### config.mk
export PLATFORM = sky130hd
export DESIGN_NAME = serial_rx9_brk
export DESIGN_NICKNAME = d
export VERILOG_FILES = /design/src/rtl/serial_rx9_pkg.sv /design/src/rtl/rx_line_sync.sv /design/src/rtl/rx_frame_fsm.sv /design/src/rtl/rx_break_det.sv /design/src/rtl/serial_rx9_brk.sv
export SDC_FILE = /design/constraint.sdc
export NUM_CORES = 1
export LEC_CHECK = 0
export BUFFER_PORTS_ARGS = -buffer_cell sky130_fd_sc_hd__clkbuf_2
export CAP_MARGIN = 20
export CELL_PAD_IN_SITES_DETAIL_PLACEMENT = 0
export CELL_PAD_IN_SITES_GLOBAL_PLACEMENT = 2
export CORE_UTILIZATION = 45
export CTS_BUF_LIST = sky130_fd_sc_hd__clkbuf_4 sky130_fd_sc_hd__clkbuf_8
export CTS_CLUSTER_SIZE = 25
export DETAILED_ROUTE_END_ITERATION = 10
export PLACE_DENSITY_LB_ADDON = 0.1
export SKIP_CTS_REPAIR_TIMING = 1
export SLEW_MARGIN = 20
export SYNTH_ARGS = -nofsm -noshare
export SYNTH_HDL_FRONTEND = slang
export SYNTH_SLANG_ARGS = --single-unit
### constraint.sdc
create_clock -name clk -period 4.61 [get_ports clk]
set_input_delay 0.6915 -clock clk [delete_from_list [all_inputs] [get_ports clk]]
set_output_delay 0.6915 -clock clk [all_outputs]
set_load 0.005 [all_outputs]
### src/rtl/serial_rx9_pkg.sv
package serial_rx9_pkg;

  typedef enum logic [1:0] {
    ST_HUNT  = 2'd0,
    ST_START = 2'd1,
    ST_SHIFT = 2'd2,
    ST_STOP  = 2'd3
  } rx_state_e;

  // two-of-three vote on the mid-bit samples
  function automatic logic vote3(input logic a, input logic b, input logic c);
    return (a & b) | (a & c) | (b & c);
  endfunction

  // number of consecutive low oversample ticks that makes a break
  function automatic int break_ticks(input int nbits, input int osr);
    return nbits * osr;
  endfunction

endpackage

### src/rtl/rx_line_sync.sv
module rx_line_sync #(
  parameter int STAGES = 2
) (
  input  logic clk,
  input  logic rst_n,
  input  logic din,
  output logic dout
);
  logic [STAGES-1:0] pipe;

  always_ff @(posedge clk or negedge rst_n) begin
    if (!rst_n) pipe <= '1;
    else        pipe <= {pipe[STAGES-2:0], din};
  end

  assign dout = pipe[STAGES-1];
endmodule

### src/rtl/rx_frame_fsm.sv
module rx_frame_fsm
  import serial_rx9_pkg::*;
#(
  parameter int OSR   = 16,
  parameter int NBITS = 9
) (
  input  logic             clk,
  input  logic             rst_n,
  input  logic             tick,
  input  logic             rx_s,
  output logic [NBITS-1:0] frm_data,
  output logic             frm_stop,
  output logic             frm_done,
  output logic             vote_ev,
  output logic             vote_val
);
  localparam int CW = (OSR > 1) ? $clog2(OSR) : 1;
  localparam int BW = $clog2(NBITS + 1);
  localparam logic [CW-1:0] S_V0   = CW'(OSR / 2 - 1);
  localparam logic [CW-1:0] S_V1   = CW'(OSR / 2);
  localparam logic [CW-1:0] S_V2   = CW'(OSR / 2 + 1);
  localparam logic [CW-1:0] S_LAST = CW'(OSR - 1);
  localparam logic [BW-1:0] B_LAST = BW'(NBITS);

  rx_state_e        st;
  logic [CW-1:0]    samp;
  logic [BW-1:0]    bidx;
  logic [NBITS-1:0] shreg;
  logic             s0, s1;

  // internal events brought out for the checker
  assign vote_ev  = tick && (st != ST_HUNT) && (samp == S_V2);
  assign vote_val = vote3(s0, s1, rx_s);

  always_ff @(posedge clk or negedge rst_n) begin
    if (!rst_n) begin
      st       <= ST_HUNT;
      samp     <= '0;
      bidx     <= '0;
      shreg    <= '0;
      s0       <= 1'b1;
      s1       <= 1'b1;
      frm_data <= '0;
      frm_stop <= 1'b0;
      frm_done <= 1'b0;
    end else begin
      frm_done <= 1'b0;
      if (tick) begin
        if (st == ST_HUNT) begin
          if (!rx_s) begin
            st   <= ST_START;
            samp <= CW'(1);
          end
        end else begin
          if (samp == S_V0) s0 <= rx_s;
          if (samp == S_V1) s1 <= rx_s;
          samp <= (samp == S_LAST) ? '0 : samp + CW'(1);
          if (vote_ev) begin
            case (st)
              ST_START: if (vote_val) st <= ST_HUNT;
              ST_SHIFT: begin
                shreg <= {vote_val, shreg[NBITS-1:1]};
                bidx  <= bidx + BW'(1);
              end
              ST_STOP: begin
                frm_data <= shreg;
                frm_stop <= vote_val;
                frm_done <= 1'b1;
                st       <= ST_HUNT;
              end
              default: st <= ST_HUNT;
            endcase
          end else if (samp == S_LAST) begin
            if (st == ST_START) begin
              st   <= ST_SHIFT;
              bidx <= '0;
            end else if (st == ST_SHIFT && bidx == B_LAST) begin
              st <= ST_STOP;
            end
          end
        end
      end
    end
  end
endmodule

### src/rtl/rx_break_det.sv
module rx_break_det
  import serial_rx9_pkg::*;
#(
  parameter int OSR      = 16,
  parameter int BRK_BITS = 11
) (
  input  logic clk,
  input  logic rst_n,
  input  logic tick,
  input  logic rx_s,
  output logic brk_hit
);
  localparam int THR  = break_ticks(BRK_BITS, OSR);
  localparam int CNTW = $clog2(THR + 1);
  localparam logic [CNTW-1:0] C_THR  = CNTW'(THR);
  localparam logic [CNTW-1:0] C_PRE  = CNTW'(THR - 1);

  logic [CNTW-1:0] low_cnt;

  always_ff @(posedge clk or negedge rst_n) begin
    if (!rst_n) begin
      low_cnt <= '0;
      brk_hit <= 1'b0;
    end else begin
      brk_hit <= 1'b0;
      if (tick) begin
        if (rx_s) begin
          low_cnt <= '0;
        end else if (low_cnt != C_THR) begin
          low_cnt <= low_cnt + CNTW'(1);
          if (low_cnt == C_PRE) brk_hit <= 1'b1;
        end
      end
    end
  end
endmodule

### src/rtl/serial_rx9_brk.sv
module serial_rx9_brk #(
  parameter int OSR         = 16,
  parameter int DATA_W      = 8,
  parameter int BRK_BITS    = 11,
  parameter int SYNC_STAGES = 2
) (
  input  logic              clk,
  input  logic              rst_n,
  input  logic              tick16,
  input  logic              rx_in,
  input  logic              fe_route,
  input  logic              mode_hi,
  input  logic              clr_fe,
  input  logic              clr_brk,
  output logic [DATA_W-1:0] rx_data,
  output logic              rx_bit9,
  output logic              rx_valid,
  output logic              stat_fe,
  output logic              stat_brk,
  output logic              ctrl_top,
  output logic              brk_req
);
  localparam int NBITS = DATA_W + 1;

  logic             rx_s;
  logic [NBITS-1:0] frm_data;
  logic             frm_stop;
  logic             frm_done;
  logic             vote_ev;
  logic             vote_val;
  logic             brk_hit;

  rx_line_sync #(.STAGES(SYNC_STAGES)) u_sync (
    .clk(clk), .rst_n(rst_n), .din(rx_in), .dout(rx_s)
  );

  rx_frame_fsm #(.OSR(OSR), .NBITS(NBITS)) u_frame (
    .clk(clk), .rst_n(rst_n), .tick(tick16), .rx_s(rx_s),
    .frm_data(frm_data), .frm_stop(frm_stop), .frm_done(frm_done),
    .vote_ev(vote_ev), .vote_val(vote_val)
  );

  rx_break_det #(.OSR(OSR), .BRK_BITS(BRK_BITS)) u_brk (
    .clk(clk), .rst_n(rst_n), .tick(tick16), .rx_s(rx_s), .brk_hit(brk_hit)
  );

  always_ff @(posedge clk or negedge rst_n) begin
    if (!rst_n) begin
      rx_data  <= '0;
      rx_bit9  <= 1'b0;
      rx_valid <= 1'b0;
      stat_fe  <= 1'b0;
      stat_brk <= 1'b0;
      brk_req  <= 1'b0;
    end else begin
      rx_valid <= frm_done;
      brk_req  <= brk_hit;
      if (frm_done) begin
        rx_data <= frm_data[DATA_W-1:0];
        rx_bit9 <= frm_data[NBITS-1];
      end
      if (frm_done && !frm_stop) stat_fe <= 1'b1;
      else if (clr_fe)           stat_fe <= 1'b0;
      if (brk_hit)               stat_brk <= 1'b1;
      else if (clr_brk)          stat_brk <= 1'b0;
    end
  end

  assign ctrl_top = fe_route ? stat_fe : mode_hi;
endmodule

; After elaboration in Yosys (flattened, before gate mapping)
; Cells that the tools add are included.
[word_totals]
mem_bits_rw = 0
rom_bits = 0
mem_count = 0
reg_bits = 56
latchBits = 0
[classes]
add_sub_neg = 3
n_eq_ne = 14
reduce_logical = 22
shifts = 0
n_bitwise = 6
n_div = 0
mux = 30
magnitude_cmp = 0
multipliers = 0
[ops]
columns = operator, n
row1 = $mux W4, 7
row2 = $eq A4 B4 Y1 const B, 4
row3 = $mux W8, 2
row4 = $mux W2, 7
row5 = $mux W1, 13
row6 = $reduce_bool A2 Y1, 6
row7 = $add A4 B1 Y4 const B, 2
row8 = $add A8 B1 Y8 const B, 1
row9 = $eq A8 B8 Y1 const B, 1
row10 = $ne A8 B8 Y1 const B, 1
row11 = $reduce_and A4 Y1, 2
row12 = $reduce_and A3 Y1, 2
row13 = $reduce_and A6 Y1, 1
row14 = $reduce_and A5 Y1, 1
row15 = $eq A2 B2 Y1 const B, 2
row16 = $eq A4 B3 Y1 const B, 1
row17 = $logic_and A1 B1 Y1, 4
row18 = $ne A2 B2 Y1 const B, 2
row19 = $ne A4 B4 Y1 const B, 1
row20 = $pmux W2 S2, 1
row21 = $reduce_and A2 Y1, 2
row22 = $reduce_bool A4 Y1, 1
row23 = $and A1 B1 Y1, 3
row24 = $ne A3 B3 Y1 const B, 1
row25 = other kinds (6), 7

; Longest topological paths before layout
[depth]
ltp_word = 7
ltp_mapped = 6
depth_no_buf = 6

; Hierarchy
; A second synthesis with hierarchy kept.
[hier_totals]
cells_unflattened = 205
area_unflattened_um2 = 2635.0
[modules_own_cells]
columns = module, seq_area_each_um2, cells_per_inst, area_each_um2, instances
row1 = rx_frame_fsm, 803.3, 117, 1536.5, 1
row2 = rx_break_det, 225.2, 57, 538.0, 1
row3 = serial_rx9_brk, 325.3, 29, 508.0, 1
row4 = rx_line_sync, 52.6, 2, 52.6, 1

; Worst setup path before layout
; Ideal clock, no wire load.
[synth_timing]
kind = in2reg
start = in tick16
end = reg u_frame.frm_data[0]
cell_stages = 5
t_arrival_ps = 1691
slack_ps = 2794
n_path_buf = 2
required_time_ps = 4485
cell_sequence = clkbuf_8 -> and4b_1 -> and3_1 -> buf_4 -> mux2_2
[synth_between]
elab_chain_cells = 3
[synth_rtl]
columns = item, line_no
row1 = from (decl), serial_rx9_brk.sv:9  ; input logic tick16,
row2 = $logic_and A1 B1 Y1 (2 in a row), rx_frame_fsm.sv:32  ; assign vote_ev = tick && (st != ST_HUNT) && (samp == S_V2);
row3 = $reduce_and A4 Y1 (no source line) *, --
row4 = to (signal assigned), rx_frame_fsm.sv:66  ; frm_data <= shreg;
row5 = to (decl), rx_frame_fsm.sv:11  ; output logic [NBITS-1:0] frm_data,
; Mark *: on every way between the ends. The rest lies on a longest branch, timed or not.
; A chain may end at the register's enable or synchronous reset.

; Final worst setup path
[layout_timing]
start = in tick16
end = reg u_frame.frm_data[3]
; The elaborated chain is that of the path after synthesis.

==> run summary <==
status -> finished, final reports clean
startpoint types -> input port
share of power burned in registers -> 58.6%
vias in the first global route -> 1501
NetSw -> 0.299 mW
WP data arrival -> 2190 ps
leak pwr -> 1.31 nW
Worst-Skew Late Latency -> 300 ps
Max-cap violations -> 0
ys flop type -> dfrtp_1
Finished Layout Cells -> 293
register area share after synthesis -> 56.1%
crit-path max FO -> 19
Routed WL -> 4150 µm
Post-Synth XOR/XNOR Area -> 0.699%
GR Util All Layers -> 15.6%
clk root buf -> clkbuf_8
synthesized netlist cell count -> 200
EDFF count, synth -> 0
CTS tree -> yes
internal power -> 0.740 mW
initial detailed-routing violation count -> 89
routed vias/inst -> 5.38
htree depth -> 2
leading cell type in the layout, fill and taps excluded -> dfrtp_1
Vias -> 1576
most frequent cells in the layout -> dfrtp_1 (52), mux2_2 (31), clkbuf_2 (21)
clock-pin slew on the worst setup and hold paths -> 90 ps
combinational share of power -> 15.5%
hold crit path type -> reg2reg
dpl hpwl -> 2880 µm
CP peak stage delay -> 490 ps
endpoints failing hold -> 0
unrepaired setup endpoints after global routing -> no
Post-Synth Simple-Gate Area -> 9.58%
syn avg cell area -> 12.5 µm²
initial antenna violation count -> 0
min Tclk post-route -> 2000 ps
first-pass GRT wire length -> 7290 µm
Setup Skew -> 8.99 ps
Net Sw Frac -> 28.8%
Cell Pwr Density -> 379 nW/µm²
Ant. Diodes -> 0
worst slew pin tran -> 738 ps
Buffers on Ports -> 21
post-synthesis mux area share -> 13.9%
Max-slew headroom -> 50.2%
Synth Warn # -> 0
clk sinks -> 56
DR DRC count -> 0
CP top delay family -> simple AND/OR/NAND/NOR gates
Adder-Cell Fraction of Synth Area -> 3.89%
share of layout cells above drive strength 1 -> 31.4%
Synth Area in Compound Gates -> 11.6%
fmax -> 0.500 GHz
cells along the critical path -> clkbuf_2 > and4b_1 > and3_1 > mux2_2
chip width -> 76.6 µm
total global routing overflow -> 0
clock buffer depth -> 2
pin count of the biggest net entering global routing -> 57
Req. time, crit path -> 4800 ps
VDD IR max -> 0.161 mV
total CTS buffers -> 5
setup violators final -> 0
core footprint -> 5240 µm²
WHS -> 368 ps
DR WL/cell -> 14.2 µm
Synth Net Count -> 215
Yosys cell types -> 42
full die area -> 5870 µm²
Pre-antenna DRT Iters -> 4
area grow syn2layout -> 9.38%
DP Worst Slack -> 2300 ps
Post-Place Cells -> 285
CP Capture Type -> flip-flop
die height -> 76.6 µm
crit path kind -> in2reg
RePlAce Congestion -> 0.734
final period utilization -> 43.4%
Final WS setup -> 2610 ps
Post-Syn Area -> 2510 µm²
Detail Route Antenna Nets -> 0
slowest stage cell, crit path -> and3_1
worst path bufs/invs -> 1
Async SR Flop Fraction -> 100%
I/O pins -> 22
register bit total from synthesis -> 56
Pins Over Slew Limit -> 0
Final TNS setup -> 0 ps
largest family of logic cells by synthesized area -> multiplexers
clock power share -> 25.9%
starting density of the core -> 47.9%
Rows -> 26
layout net count -> 237
-- power by group through the flow --
stage               clock (mW)  sequential, mW  combinational, mW
finish                   0.269           0.608              0.161
global route             0.301           0.618              0.185
CTS                      0.281           0.608              0.162
detailed placement           0           0.617              0.162
floorplan                    0           0.588              0.140
global placement             0           0.614              0.155
-- flip-flops by register name, indices dropped and copies added (netlist names) --
register and flops:
brk_req 1, rx_bit9 1, rx_data 8, rx_valid 1, stat_brk 1, stat_fe 1
u_brk.brk_hit 1, u_brk.low_cnt 8, u_frame.bidx 4, u_frame.frm_data 9, u_frame.frm_done 1, u_frame.frm_stop 1
u_frame.s0 1, u_frame.s1 1, u_frame.samp 4, u_frame.shreg 9, u_frame.st 2, u_sync.pipe 2
-- path summary, 6_finish.rpt --
kind | from | end | slack [ps] | depth (start not counted)
max | tick16 | u_frame.frm_data[3] | 2610 | 4
max in group asynchronous | rst_n | u_frame.samp[0] | 3650 | 2
min | u_sync.pipe[0] | u_sync.pipe[1] | 370 | 0
max reg2reg | u_frame.samp[1] | u_frame.frm_data[3] | 2680 | 5
min reg2reg | u_sync.pipe[0] | u_sync.pipe[1] | 370 | 0
min in group asynchronous | rst_n | u_brk.low_cnt[3] | 490 | 2
-- cells in the mapped netlist (2+ instances only) --
cell type  count  share of area [%]
a21o_1         2               0.60
a21oi_1        6                1.2
a31oi_1        2               0.50
buf_2          2               0.40
buf_6          2               0.90
dfrtp_1       52                 52
dfstp_2        4                4.2
ha_1           7                3.5
inv_1         13                1.9
mux2_2        31                 14
nand2_1       10                1.5
nand3_1        7                1.4
nand3b_1       3               0.90
nand4b_1       2               0.70
nor2_1         8                1.2
nor2b_1        4                1.0
nor3_1         2               0.40
o21ai_0        9                1.8
o22ai_2        2                1.0
o2bb2ai_1      3                1.0
o31ai_1        4                1.2
o32ai_1        2               0.70
o41ai_1        3                1.0
xnor2_1        2               0.70
-- cell families (layout without fill, tap and decap cells) --
group           after synthesis  after routing
compound gates               40             40
xor+xnor                      2              2
fa+ha+maj                     8              8
buf+inv                      20             43
flops                        56             56
mux                          31             31
simple gates                 43             43
-- final cells by class --
type / count / area [µm²]
Fill cell: 468 / 2490
Sequential cell: 56 / 1410
Multi-Input combinational cell: 124 / 995
Timing Repair Buffer: 22 / 113
Tap cell: 70 / 87.6
Clock buffer: 7 / 83.8
Inverter: 13 / 48.8
Clock inverter: 1 / 8.76
-- per-stage QoR --
step           utilization [%]  power (mW)  cell area [µm²]
2_1_floorplan                -       0.728             2510
3_3_place_gp              50.6       0.769             2650
3_5_place_dp              50.6       0.779             2650
4_1_cts                   52.4        1.05             2740
5_1_grt                   52.4        1.10             2740
6_report                  52.4        1.04             2740
-- per-layer routing --
layer | vias up | routed length [µm] | track usage (%)
met5 | - | 0 | 0
met2 | 24 | 1920 | 23.9
li1 | 762 | - | -
met3 | 5 | 123 | 3.23
met1 | 785 | 2080 | 22.4
met4 | 0 | 37 | 4.62
No activity file was read; power rests on OpenSTA's default activity.
